## src/rtl/irqr_pkg.sv

```systemverilog
package irqr_pkg;

  typedef enum logic [1:0] {
    DM_FIXED  = 2'd0,
    DM_LOWEST = 2'd1,
    DM_EXTERN = 2'd2,
    DM_RSVD   = 2'd3
  } dmode_e;

  // Bit order matches the low 12 bits of the configuration word.
  typedef struct packed {
    dmode_e     mode;
    logic       trig;
    logic       mask;
    logic [7:0] vec;
  } rte_t;

  localparam logic [7:0] VEC_MIN = 8'd16;

  function automatic logic rte_live(rte_t e);
    return !e.mask && ((e.mode == DM_EXTERN) ||
                       ((e.mode != DM_RSVD) && (e.vec >= VEC_MIN)));
  endfunction

endpackage

```

## src/rtl/redir_table.sv

```systemverilog
module redir_table
  import irqr_pkg::*;
#(
  parameter int NPIN = 24,
  parameter int NCPU = 4,
  parameter int IDXW = 5
) (
  input  logic                 clk,
  input  logic                 rst_n,
  input  logic                 wr_en,
  input  logic [IDXW-1:0]      wr_idx,
  input  logic [12+NCPU-1:0]   wr_data,
  output rte_t                 ent_o [NPIN],
  output logic [NCPU-1:0]      dst_o [NPIN]
);

  for (genvar i = 0; i < NPIN; i++) begin : g_ent
    rte_t            ent_q;
    logic [NCPU-1:0] dst_q;
    logic            wen;

    assign wen = wr_en && (wr_idx == IDXW'(i));

    always_ff @(posedge clk or negedge rst_n) begin
      if (!rst_n) begin
        ent_q <= '{mode: DM_FIXED, trig: 1'b0, mask: 1'b1, vec: 8'd0};
        dst_q <= '0;
      end else if (wen) begin
        ent_q <= rte_t'(wr_data[11:0]);
        dst_q <= wr_data[12 +: NCPU];
      end
    end

    assign ent_o[i] = ent_q;
    assign dst_o[i] = dst_q;
  end

endmodule

```

## src/rtl/pin_detect.sv

```systemverilog
module pin_detect #(
  parameter int NPIN = 24
) (
  input  logic            clk,
  input  logic            rst_n,
  input  logic [NPIN-1:0] irq_i,
  input  logic [NPIN-1:0] live_i,
  input  logic [NPIN-1:0] lvl_i,
  input  logic [NPIN-1:0] grant_i,
  input  logic [NPIN-1:0] eoi_hit_i,
  input  logic [NPIN-1:0] drop_i,
  output logic [NPIN-1:0] pend_o
);

  logic [NPIN-1:0] prev_q, pend_q, rirr_q;
  logic [NPIN-1:0] prev_d, pend_d, rirr_d;
  logic [NPIN-1:0] rise, evt;

  always_comb begin
    rise   = irq_i & ~prev_q;
    evt    = live_i & ((~lvl_i & rise) | (lvl_i & irq_i & ~rirr_q & ~pend_q));
    prev_d = irq_i;
    pend_d = (pend_q & ~grant_i) | evt;
    rirr_d = (rirr_q & ~eoi_hit_i & ~drop_i) | (grant_i & lvl_i);
  end

  always_ff @(posedge clk or negedge rst_n) begin
    if (!rst_n) begin
      prev_q <= '0;
      pend_q <= '0;
      rirr_q <= '0;
    end else begin
      prev_q <= prev_d;
      pend_q <= pend_d;
      rirr_q <= rirr_d;
    end
  end

  assign pend_o = pend_q;

  for (genvar i = 0; i < NPIN; i++) begin : g_chk
    // an edge on a masked pin never becomes pending
    p_masked_edge_lost_r3: assert property (@(posedge clk) disable iff (!rst_n)
      (rise[i] && !live_i[i] && !pend_q[i]) |=> !pend_q[i]);
    // a blocked level pin stays idle until its end-of-interrupt
    p_rirr_blocks_r6: assert property (@(posedge clk) disable iff (!rst_n)
      (lvl_i[i] && rirr_q[i] && !pend_q[i] && !eoi_hit_i[i] && !drop_i[i]) |=> !pend_q[i]);
  end

endmodule

```

## src/rtl/lp_pick.sv

```systemverilog
module lp_pick #(
  parameter int NCPU   = 4,
  parameter int PRIO_W = 4
) (
  input  logic [NCPU-1:0]        dest_i,
  input  logic [NCPU*PRIO_W-1:0] prio_i,
  output logic [NCPU-1:0]        sel_o
);

  localparam int SW = (NCPU > 1) ? $clog2(NCPU) : 1;

  logic              found;
  logic [PRIO_W-1:0] best;
  logic [SW-1:0]     bidx;

  // Descending scan with <= lets the lowest index win ties.
  always_comb begin
    found = 1'b0;
    best  = '0;
    bidx  = '0;
    for (int i = NCPU - 1; i >= 0; i--) begin
      if (dest_i[i] && (!found || (prio_i[i*PRIO_W +: PRIO_W] <= best))) begin
        found = 1'b1;
        best  = prio_i[i*PRIO_W +: PRIO_W];
        bidx  = SW'(i);
      end
    end
    sel_o = '0;
    if (found) sel_o[bidx] = 1'b1;
  end

endmodule

```

## src/rtl/irq_redirect.sv

```systemverilog
module irq_redirect
  import irqr_pkg::*;
#(
  parameter int NPIN    = 24,
  parameter int NCPU    = 4,
  parameter int PRIO_W  = 4,
  parameter int EXT_TMO = 64,
  localparam int IDXW   = $clog2(NPIN),
  localparam int CFG_W  = 12 + NCPU
) (
  input  logic                   clk,
  input  logic                   rst_n,
  input  logic [NPIN-1:0]        irq_in,
  input  logic                   cfg_we,
  input  logic [IDXW-1:0]        cfg_idx,
  input  logic [CFG_W-1:0]       cfg_data,
  input  logic                   eoi_valid,
  input  logic [7:0]             eoi_vec,
  input  logic [NCPU*PRIO_W-1:0] cpu_prio,
  output logic                   msg_valid,
  input  logic                   msg_ready,
  output logic [7:0]             msg_vec,
  output logic [1:0]             msg_mode,
  output logic [NCPU-1:0]        msg_dest,
  output logic                   ext_ack,
  input  logic                   ext_vec_valid,
  input  logic [7:0]             ext_vec
);

  localparam int CW = $clog2(EXT_TMO + 1);

  typedef enum logic [1:0] {ST_IDLE, ST_ACK, ST_WAIT} xst_e;

  rte_t            ent [NPIN];
  logic [NCPU-1:0] dst [NPIN];
  logic [NPIN-1:0] live, lvl, eoi_hit, pend, grant, drop;
  logic [NCPU-1:0] lp_sel;

  // Register state and next-state values.
  xst_e            st_q, st_d;
  logic [CW-1:0]   cnt_q, cnt_d;
  logic [IDXW-1:0] xpin_q, xpin_d;
  logic [IDXW-1:0] rr_q, rr_d;
  logic            mv_q, mv_d;
  logic [7:0]      vec_q, vec_d;
  dmode_e          mode_q, mode_d;
  logic [NCPU-1:0] dest_q, dest_d;

  logic            slot_free, can_grant, found;
  logic [IDXW-1:0] pidx;
  rte_t            sel_ent;
  logic [NCPU-1:0] sel_dst;

  redir_table #(.NPIN(NPIN), .NCPU(NCPU), .IDXW(IDXW)) u_tab (
    .clk     (clk),
    .rst_n   (rst_n),
    .wr_en   (cfg_we),
    .wr_idx  (cfg_idx),
    .wr_data (cfg_data),
    .ent_o   (ent),
    .dst_o   (dst)
  );

  always_comb begin
    for (int i = 0; i < NPIN; i++) begin
      live[i]    = rte_live(ent[i]);
      lvl[i]     = ent[i].trig;
      eoi_hit[i] = eoi_valid && ent[i].trig && (ent[i].vec == eoi_vec);
    end
  end

  pin_detect #(.NPIN(NPIN)) u_det (
    .clk       (clk),
    .rst_n     (rst_n),
    .irq_i     (irq_in),
    .live_i    (live),
    .lvl_i     (lvl),
    .grant_i   (grant),
    .eoi_hit_i (eoi_hit),
    .drop_i    (drop),
    .pend_o    (pend)
  );

  // Rotating search from the pointer, wrapping at NPIN.
  always_comb begin
    found = 1'b0;
    pidx  = '0;
    for (int k = 0; k < NPIN; k++) begin
      int idx;
      idx = int'(rr_q) + k;
      if (idx >= NPIN) idx = idx - NPIN;
      if (!found && pend[idx]) begin
        found = 1'b1;
        pidx  = IDXW'(idx);
      end
    end
  end

  assign slot_free = !mv_q || msg_ready;
  assign can_grant = slot_free && (st_q == ST_IDLE);
  assign sel_ent   = ent[pidx];
  assign sel_dst   = dst[pidx];

  always_comb begin
    grant = '0;
    if (can_grant && found) grant[pidx] = 1'b1;
  end

  lp_pick #(.NCPU(NCPU), .PRIO_W(PRIO_W)) u_lp (
    .dest_i (sel_dst),
    .prio_i (cpu_prio),
    .sel_o  (lp_sel)
  );

  always_comb begin
    st_d   = st_q;
    cnt_d  = cnt_q;
    xpin_d = xpin_q;
    rr_d   = rr_q;
    mv_d   = mv_q && !msg_ready;
    vec_d  = vec_q;
    mode_d = mode_q;
    dest_d = dest_q;
    drop   = '0;

    if (can_grant && found) begin
      rr_d = (pidx == IDXW'(NPIN - 1)) ? '0 : pidx + 1'b1;
      if (sel_ent.mode == DM_EXTERN) begin
        st_d   = ST_ACK;
        xpin_d = pidx;
      end else begin
        mv_d   = 1'b1;
        vec_d  = sel_ent.vec;
        mode_d = sel_ent.mode;
        dest_d = (sel_ent.mode == DM_LOWEST) ? lp_sel : sel_dst;
      end
    end

    unique case (st_q)
      ST_ACK: begin
        st_d  = ST_WAIT;
        cnt_d = '0;
      end
      ST_WAIT: begin
        if (ext_vec_valid) begin
          st_d = ST_IDLE;
          if (ext_vec >= VEC_MIN) begin
            mv_d   = 1'b1;
            vec_d  = ext_vec;
            mode_d = DM_EXTERN;
            dest_d = dst[xpin_q];
          end else begin
            drop[xpin_q] = 1'b1;
          end
        end else if (cnt_q == CW'(EXT_TMO - 1)) begin
          st_d         = ST_IDLE;
          drop[xpin_q] = 1'b1;
        end else begin
          cnt_d = cnt_q + 1'b1;
        end
      end
      default: ;
    endcase
  end

  always_ff @(posedge clk or negedge rst_n) begin
    if (!rst_n) begin
      st_q   <= ST_IDLE;
      cnt_q  <= '0;
      xpin_q <= '0;
      rr_q   <= '0;
      mv_q   <= 1'b0;
      vec_q  <= '0;
      mode_q <= DM_FIXED;
      dest_q <= '0;
    end else begin
      st_q   <= st_d;
      cnt_q  <= cnt_d;
      xpin_q <= xpin_d;
      rr_q   <= rr_d;
      mv_q   <= mv_d;
      vec_q  <= vec_d;
      mode_q <= mode_d;
      dest_q <= dest_d;
    end
  end

  assign msg_valid = mv_q;
  assign msg_vec   = vec_q;
  assign msg_mode  = mode_q;
  assign msg_dest  = dest_q;
  assign ext_ack   = (st_q == ST_ACK);

  p_vec_floor_r11: assert property (@(posedge clk) disable iff (!rst_n)
    msg_valid |-> (msg_vec >= VEC_MIN));
  p_hold_r8: assert property (@(posedge clk) disable iff (!rst_n)
    (msg_valid && !msg_ready) |=>
      (msg_valid && $stable(msg_vec) && $stable(msg_mode) && $stable(msg_dest)));
  p_lp_single_r5: assert property (@(posedge clk) disable iff (!rst_n)
    (msg_valid && (msg_mode == DM_LOWEST)) |-> ($countones(msg_dest) <= 1));
  p_ack_pulse_r9: assert property (@(posedge clk) disable iff (!rst_n)
    ext_ack |=> !ext_ack);
  p_grant_single_r7: assert property (@(posedge clk) disable iff (!rst_n)
    $onehot0(grant));
  p_tmo_bound_r10: assert property (@(posedge clk) disable iff (!rst_n)
    (st_q == ST_WAIT) |-> (cnt_q < CW'(EXT_TMO)));

endmodule

```

## config.mk

```make
export PLATFORM = sky130hd
export DESIGN_NAME = irq_redirect
export DESIGN_NICKNAME = d
export VERILOG_FILES = /design/src/rtl/irqr_pkg.sv /design/src/rtl/redir_table.sv /design/src/rtl/pin_detect.sv /design/src/rtl/lp_pick.sv /design/src/rtl/irq_redirect.sv
export SDC_FILE = /design/constraint.sdc
export NUM_CORES = 1
export LEC_CHECK = 0
export BUFFER_PORTS_ARGS = -buffer_cell sky130_fd_sc_hd__clkbuf_2
export CORE_UTILIZATION = 64
export CTS_CLUSTER_DIAMETER = 60
export DETAILED_ROUTE_END_ITERATION = 8
export HOLD_SLACK_MARGIN = 0.02
export PLACE_DENSITY = 0.82
export SYNTH_ARGS = -nofsm -noshare
export SYNTH_HDL_FRONTEND = slang
export SYNTH_SLANG_ARGS = --single-unit
```

## constraint.sdc

```tcl
create_clock -name clk -period 12.43 [get_ports clk]
set_input_delay 2.486 -clock clk [delete_from_list [all_inputs] [get_ports clk]]
set_output_delay 2.486 -clock clk [all_outputs]
set_load 0.1 [all_outputs]
```

# Word level (Yosys, flattened, before mapping)
# Index checks and enable logic that the tools add are counted.
# totals
register_bits,490
elab_cells,832
# classes
n_addsub,49
magnitude_cmp,84
n_eq_ne,103
mux,206
bitwise_logic,22
n_reduce_logical,237
# ops
cell,count
$lt 32x7->1 const B,24
$mux 32,24
$and 24x24->24,10
$ge 8x5->1 const B,25
$eq 8x8->1,24
$not 24->24,7
$sub 6x5->7 const B,23
$logic_and 1x1->1,152
$ge 6x5->1 const B,23
$mux 5,25
$bmux 1 s5,24
$mux 24,5
$mux 1,84
$or 24x24->24,3
$bmux 12 s5,1
$mux 4,14
$eq 2x2->1 const B,26
$logic_not 1->1,52
$ne 2x2->1 const B,26
$add 5x4->6 const B,8
$add 5x5->6 const B,8
$eq 5x5->1 const B,9
$bmux 4 s5,2
$eq 5x4->1 const B,8
other kinds (33),94

# Longest topological paths before layout
# Gate-level depths: netlist (run 1).
# logic_depth
ltp_word,103
ltp_mapped,55

# Modules after synthesis
# A second synthesis (run 1) with hierarchy kept.
# unflattened
hier_cells,3201
area_unflattened_um2,33066.7
# modules_own_cells
module,instances,cells_per_inst,area_per_inst_um2,seq_area_each_um2
irq_redirect,1,2055,15398.5,850.8
redir_table,1,868,14451.4,9639.2
pin_detect,1,218,2760.1,1801.7
lp_pick,1,60,456.7,0.0

# Least setup slack after synthesis (run 1)
# No wires, ideal clock.
# synth_timing
path_type,register to register
startpoint,register rr_q[1]
endpoint,"register dest_q[3], in the netlist msg_dest[3]"
setup_time_ns,0.076
arrival_ns,9.802
required_time_ns,12.354
setup_slack_ns,2.552
stages_incl_launch_ff,51
path_buffers,6
period_less_slack_ns,9.878
cell_sequence,dfrtp_1 -> buf_4 -> buf_6 -> buf_6 -> inv_1 -> ha_1 -> buf_2 -> a21boi_2 -> xnor2_1 -> inv_1 -> ha_1 -> a21o_1 -> nor2b_1 -> o31a_1 -> o21ai_1 -> and3_1 -> clkbuf_1 -> nand4_4 -> [... 15 more ...] -> mux2_1 -> ha_1 -> nor2b_1 -> o21ai_0 -> nand2b_1 -> a21oi_1 -> a41o_1 -> o21a_1 -> mux2_2 -> ha_1 -> nor2b_1 -> o21ai_0 -> nand2b_1 -> a21oi_1 -> a41o_1 -> a21oi_1 -> a2bb2o_1 -> o21ai_1
# synth_between
elab_chain_cells,103
# synth_lines
element,line_no,source
"start, declared",irq_redirect.sv:43,"logic [IDXW-1:0] rr_q, rr_d;"
"start signal, assigned",irq_redirect.sv:180,rr_q <= rr_d;
"parallel branches: the longest is 99 deep, another holds $sub 6x5->7",--,
$mux 4 *,irq_redirect.sv:126,if (can_grant && found) begin
$mux 4,irq_redirect.sv:147,if (ext_vec >= VEC_MIN) begin
$mux 4,irq_redirect.sv:145,if (ext_vec_valid) begin
$mux 4 *,irq_redirect.sv:139,unique case (st_q)
via dest_d[3],irq_redirect.sv:47,"logic [NCPU-1:0] dest_q, dest_d;"
"end signal, assigned",irq_redirect.sv:184,dest_q <= dest_d;
"end, declared",irq_redirect.sv:47,
# Mark *: on every way through the listed nets, which the timed path passes. The select of a mux whose other input is x is not followed.
# A chain may end at the register's enable or synchronous reset.

# Worst setup path in the final report (run 1)
# layout_timing
startpoint,register rr_q[0]
endpoint,"register dest_q[2], in the netlist msg_dest[2]"
# The elaborated chain is that of the path after synthesis.

==> results of run 1 <==
-- metal layers --
| metal | wire length (um) | track usage | up-vias |
|---|---|---|---|
| met1 | 41900 | 0.571 | 14000 |
| met5 | 42 | 0 | - |
| met4 | 9610 | 0.313 | 6 |
| li1 | - | - | 11800 |
| met3 | 15000 | 0.140 | 580 |
| met2 | 51600 | 0.693 | 2072 |
-- cell usage after synthesis, drive strengths merged, types with 63 or more instances --
cell type | count | area share
a21oi | 110 | 0.017
and3 | 63 | 0.012
buf | 81 | 0.016
clkbuf | 134 | 0.015
dfrtp | 466 | 0.36
inv | 78 | 0.0090
mux2 | 414 | 0.14
mux2i | 89 | 0.028
nand2 | 415 | 0.048
nand3 | 76 | 0.012
nor2 | 147 | 0.017
o21ai | 136 | 0.021
xor2 | 164 | 0.044
-- placed cells by master, fill, tap and decap left out, types with 39 or more instances in the layout --
cell       instances
ha_1              62
inv_1             75
mux2_2           407
buf_4             58
nand2_1          413
a311oi_1          39
dfrtp_1          465
o21ai_0          118
xnor2_1           54
a21oi_1          108
xor2_1           163
and3_1            63
mux2i_1           87
nor2_1           142
clkbuf_2          97
nand3_1           76
clkbuf_16         54
mux4_2            59
-- per-stage QoR --
| stage | setup WS, ns | area, sq um | instances | utilization |
|---|---|---|---|---|
| CTS | 1.09 | 35200 | 3925 | 0.702 |
| global placement | 1.03 | 33300 | 3825 | 0.666 |
| finish | 0.952 | 35200 | 3927 | 0.702 |
| detailed placement | 1.06 | 33300 | 3825 | 0.666 |
| floorplan | 2.55 | 32500 | 3210 | - |
| global route | 0.283 | 35200 | 3927 | 0.702 |
-- sequential cells by signal, summed over array words and instances, names as in the netlist, 2 cells and up --
signal / flops
xpin_q: 5
u_det.rirr_q: 24
u_tab.g_ent.dst_q: 96
u_det.pend_o: 24
msg_vec: 8
u_det.prev_q: 24
rr_q: 5
u_tab.ent_o: 288
st_q: 2
msg_dest: 4
cnt_q: 7
msg_mode: 2
-- worst max-delay path by stage --
stage                  from     endpoint  slack [ns]  cells past startpoint
finish              rr_q[0]  msg_dest[2]        0.95                     41
global route        rr_q[0]  msg_dest[2]        0.28                     42
CTS                 rr_q[0]  msg_dest[2]        1.09                     41
detailed placement  rr_q[0]  msg_dest[2]        1.06                     41
global placement    rr_q[0]  msg_dest[3]        1.03                     41
floorplan           rr_q[1]  msg_dest[3]        2.55                     50
-- worst max-delay path: cells and delay by family (launching register included) --
family / cells / cell delay (ns)
flip-flops: 1 / 0.65
adder cells (fa/ha/maj): 4 / 1.75
multiplexers: 5 / 2.58
AO/OA/AOI/OAI: 16 / 3.25
AND/OR/NAND/NOR: 14 / 2.56
buffers and inverters: 2 / 0.66
-- logic make-up after synthesis --
logic type / synth area share
and+or+nand+nor: 0.146
AOI/OAI and AO/OA: 0.133
muxes: 0.215
DFF: 0.379
buffers and inverters: 0.0403
xor gates and xnor gates: 0.0626
adders and majority gates: 0.0239
-- area by class of cell --
type / instances / area [sq um]
clock inverter: 18 / 219
tap: 672 / 841
fill: 3621 / 14900
antenna: 2 / 5.00
multi-input combinational: 2425 / 18900
clock buffer: 82 / 1600
sequential: 490 / 12300
inverter: 80 / 302
timing repair buffer: 158 / 976
==> impl_metrics.yaml, run 1 <==
setup_path:
  worst_ep_arrival_time_ns: 12.05
  r2r_cells: 41
  slowest_stage: "ha_1"
  path_max_fanout: 17
  worst-setup-path-type: "flip-flop to flip-flop"
  endpoint_kind: "flip-flop"
  crit_path_frequent_cell: "ha_1"
  required_ns: 13.00
  cpPeakStageDelay_ns: 0.93
  r2r-start: "rr_q[0]"
  r2r-end: "msg_dest[2]"
  start_kind: "flip-flop"
  r2r_slack_ns: 0.95
logic_synthesis:
  syn_nets: 3355
  ys_types: 124
  synth-edff-count: 0
  netlist_area_sq_um: 32500
  async_reset_ff_frac: 1.00
  ys_seq_area_frac: 0.379
  avgSynthCellArea_sq_um: 10.1
  synth_warnings: 0
  ys_ff_latch: 490
  ys.flop_type: "dfrtp_1"
  synthCells: 3210
placed_design:
  io_buffer_count: 98
  routabilityCongestion: 1.03
  dp_hpwl_um: 81800
job:
  drv_cap: 0
die:
  core_area_sq_um: 50100
  ios: 99
  core.rowCount: 82
  die_h_um: 227
  start_util: 0.649
  die_w_um: 227
  die-area_sq_um: 51600
global_routing:
  grt_usage: 0.460
  grt_pass1_vias: 28100
  antenna_found_initial: 5
  grt-ovfl-total: 0
  grt_pass1_wl_um: 176000
  grt_max_degree: 169
sta:
  period_share: 0.923
  clock_skew_ns: 0.0605
  fin_hold_ws_ns: 0.514
  tns_ns: 0
  max_slew_margin: 0.0997
  worst_slew_pin_slew_ns: 1.34
  post-route-min-period_ns: 11.48
  rsz0062_at_grt: "false"
  slew_viol_final: 0
  fmax_mhz: 87.1
  setup-violations-final: 0
  hold_violations: 0
cts:
  cts_hold_buf: 0
  cts_buffer_depth: 3
  h-tree-depth: 2
  post_cts_resized: 0
  cts_buffers: 54
  tritoncts: "done"
  clk_latency_ns: 0.66
  numClockSinks: 490
  clockRootBuffer: "clkbuf_16"
  clkSlewWorstSetupHoldPaths_ns: 0.06
  cts_setup_buffers: 0
detailed_routing:
  first_pass_iters: 6
  drc: 0
  ant_nets: 0
  dr_total_vias: 28500
  post_drt_wl_per_cell_um: 30.1
  viasPerCell: 7.25
  drt-total-wl_um: 118000
  drt_iter0_drc: 3776
layout:
  area_growth_pct: 8.30
  drive_gt1_frac: 0.252
  fin_nets: 3354
outcome:
  status: "completed"
worst_hold_path:
  hp-start: "msg_mode[1]"
  min_to: "msg_mode[1]"
  holdPathStages: 2
  min_path_type: "flip-flop to flip-flop"
Power of run 1 is left out: the tool's default activity adds up to more than one toggle a clock period on the data nets, which glitch-free logic cannot reach.
==> run 2: changes to the inputs <==
--- a/config.mk
+++ b/config.mk
@@ -6,11 +6,13 @@
 export NUM_CORES = 1
 export LEC_CHECK = 0
 export BUFFER_PORTS_ARGS = -buffer_cell sky130_fd_sc_hd__clkbuf_2
-export CORE_UTILIZATION = 64
+export CELL_PAD_IN_SITES_DETAIL_PLACEMENT = 2
+export CELL_PAD_IN_SITES_GLOBAL_PLACEMENT = 2
+export CORE_UTILIZATION = 42
 export CTS_CLUSTER_DIAMETER = 60
 export DETAILED_ROUTE_END_ITERATION = 8
 export HOLD_SLACK_MARGIN = 0.02
-export PLACE_DENSITY = 0.82
+export PLACE_DENSITY_LB_ADDON = 0.1
 export SYNTH_ARGS = -nofsm -noshare
 export SYNTH_HDL_FRONTEND = slang
 export SYNTH_SLANG_ARGS = --single-unit
==> run 2 against run 1 <==
  * Routed wire length grew 16%
  * Cell area grew 2.7%
  * Flip-flop and latch count is the same
  * Critical path depth grew 5
  * Via count shrank 2.6%
  * Global-route usage shrank 11 points
  * First-iteration DRC count shrank 45%
  * Register-to-register slack lost 0.27 ns
  * Clock skew shrank 0.025 ns
  * Fmax shrank 2.3%
  * Core utilization shrank 23 points
  * Worst setup slack lost 0.27 ns
  * Critical endpoint unchanged
==> impl_metrics.yaml, run 2 (synthesized netlist as in run 1, its figures left out) <==
outcome:
  status: "completed"
worst_hold_path:
  hp-start: "cnt_q[6]"
  min_path_type: "flip-flop to flip-flop"
  holdPathStages: 1
  min_to: "cnt_q[6]"
detailed_routing:
  viasPerCell: 6.44
  post_drt_wl_per_cell_um: 31.9
  drc: 0
  first_pass_iters: 5
  drt_iter0_drc: 2068
  dr_total_vias: 27700
  ant_nets: 0
  drt-total-wl_um: 138000
setup_path:
  worst_ep_arrival_time_ns: 12.32
  endpoint_kind: "flip-flop"
  worst-setup-path-type: "flip-flop to flip-flop"
  r2r_slack_ns: 0.68
  r2r-end: "msg_dest[2]"
  cp.buffers_inverters: 3
  slowest_stage: "mux2i_1"
  startpoint: "rr_q[1]"
  crit_path_frequent_cell: "ha_1"
  path_max_fanout: 45
  path_delay_family: "compound AO/OA/AOI/OAI gates"
  required_ns: 13.00
  cpPeakStageDelay_ns: 0.61
  start_kind: "flip-flop"
  r2r_cells: 46
  r2r-start: "rr_q[1]"
placed_design:
  dp_hpwl_um: 98600
  dpl.cell_count: 4192
  dpl-instance-area_sq_um: 33900
  routabilityCongestion: 0.941
  io_buffer_count: 98
die:
  die_h_um: 280
  die_w_um: 280
  ios: 99
  core_area_sq_um: 76200
  die-area_sq_um: 78400
  start_util: 0.426
  core.rowCount: 101
global_routing:
  grt_usage: 0.352
  grt_pass1_wl_um: 206000
  grt_pass1_vias: 30600
  grt_max_degree: 182
  antenna_found_initial: 3
  grt-ovfl-total: 0
sta:
  clock_skew_ns: 0.0359
  post-route-min-period_ns: 11.75
  slew_viol_final: 0
  hold_violations: 0
  rsz0062_at_grt: "false"
  tns_ns: 0
  setup-violations-final: 0
  worst_slew_pin_slew_ns: 1.23
  max_slew_margin: 0.179
  period_share: 0.945
  fmax_mhz: 85.1
cts:
  clk_latency_ns: 0.67
  clkSlewWorstSetupHoldPaths_ns: 0.07
  cts_buffers: 59
  h-tree-depth: 2
  cts_buffer_depth: 3
  clockRootBuffer: "clkbuf_16"
  tritoncts: "done"
  cts_hold_buf: 0
  numClockSinks: 490
layout:
  drive_gt1_frac: 0.265
  final_cells: 4306
  num_antenna_cells: 0
  fill_cells: 7922
  fin_nets: 3370
  largest_reg_flops: 288
  layout_common_cells: "dfrtp_1, nand2_1, mux2_2"
  area_growth_pct: 11.2
  layout_commonest_cell: "dfrtp_1"
  final_util: 0.474
  fin_area_sq_um: 36100
job:
  drv_cap: 0
==> run 2: cell types whose count changed in the layout (fill, tap and decap cells not counted), moves of 2 or more <==
| cell | before | now |
|---|---|---|
| dfrtp_1 | 465 | 460 |
| ha_1 | 62 | 58 |
| diode_2 | 2 | 0 |
| clkbuf_8 | 14 | 20 |
| clkbuf_1 | 14 | 7 |
| buf_4 | 58 | 70 |
| bufinv_16 | 2 | 7 |
| ha_2 | 0 | 3 |
| clkbuf_16 | 54 | 59 |
| clkinvlp_4 | 0 | 2 |
| dfrtp_2 | 1 | 5 |
==> run 2: final cells by class <==
class	instances	area (sq um)	share of cell area
Inverter	80	303	0.00839
Clock inverter	26	387	0.0107
Timing Repair Buffer	169	1050	0.0290
Multi-Input combinational cell	2425	19000	0.526
Tap cell	1030	1290	0.0357
Clock buffer	86	1780	0.0492
Sequential cell	490	12300	0.341
==> run 2: timing repair <==
action | in CTS | in global routing
gates resized for setup | 0 | 15
setup endpoints to repair | 0 | 4
setup buffers | 0 | 2
==> run 2: through the flow <==
step / setup WS, ns / hold WS [ns]
floorplan: 2.55 / 0.464
global placement: 0.957 / 0.485
detailed placement: 0.423 / 0.506
CTS: 0.388 / 0.522
global route: 0.0257 / 0.548
finish: 0.684 / 0.515
==> run 2: worst max path at each step <==
stage / to / slack, ns / cells after the start
floorplan: msg_dest[3] / 2.55 / 50
global placement: msg_dest[2] / 0.96 / 45
detailed placement: msg_dest[2] / 0.42 / 42
CTS: msg_dest[2] / 0.39 / 42
global route: msg_dest[2] / 0.03 / 48
finish: msg_dest[2] / 0.68 / 46
==> run 2: routing by layer <==
layer / wire (um) / up-vias / track usage
li1: - / 11800 / -
met1: 58200 / 14700 / 0.460
met2: 65900 / 880 / 0.584
met3: 7370 / 284 / 0.0491
met4: 6080 / 0 / 0.150
met5: 0 / - / 0
Power of run 2 is left out for the same reason.
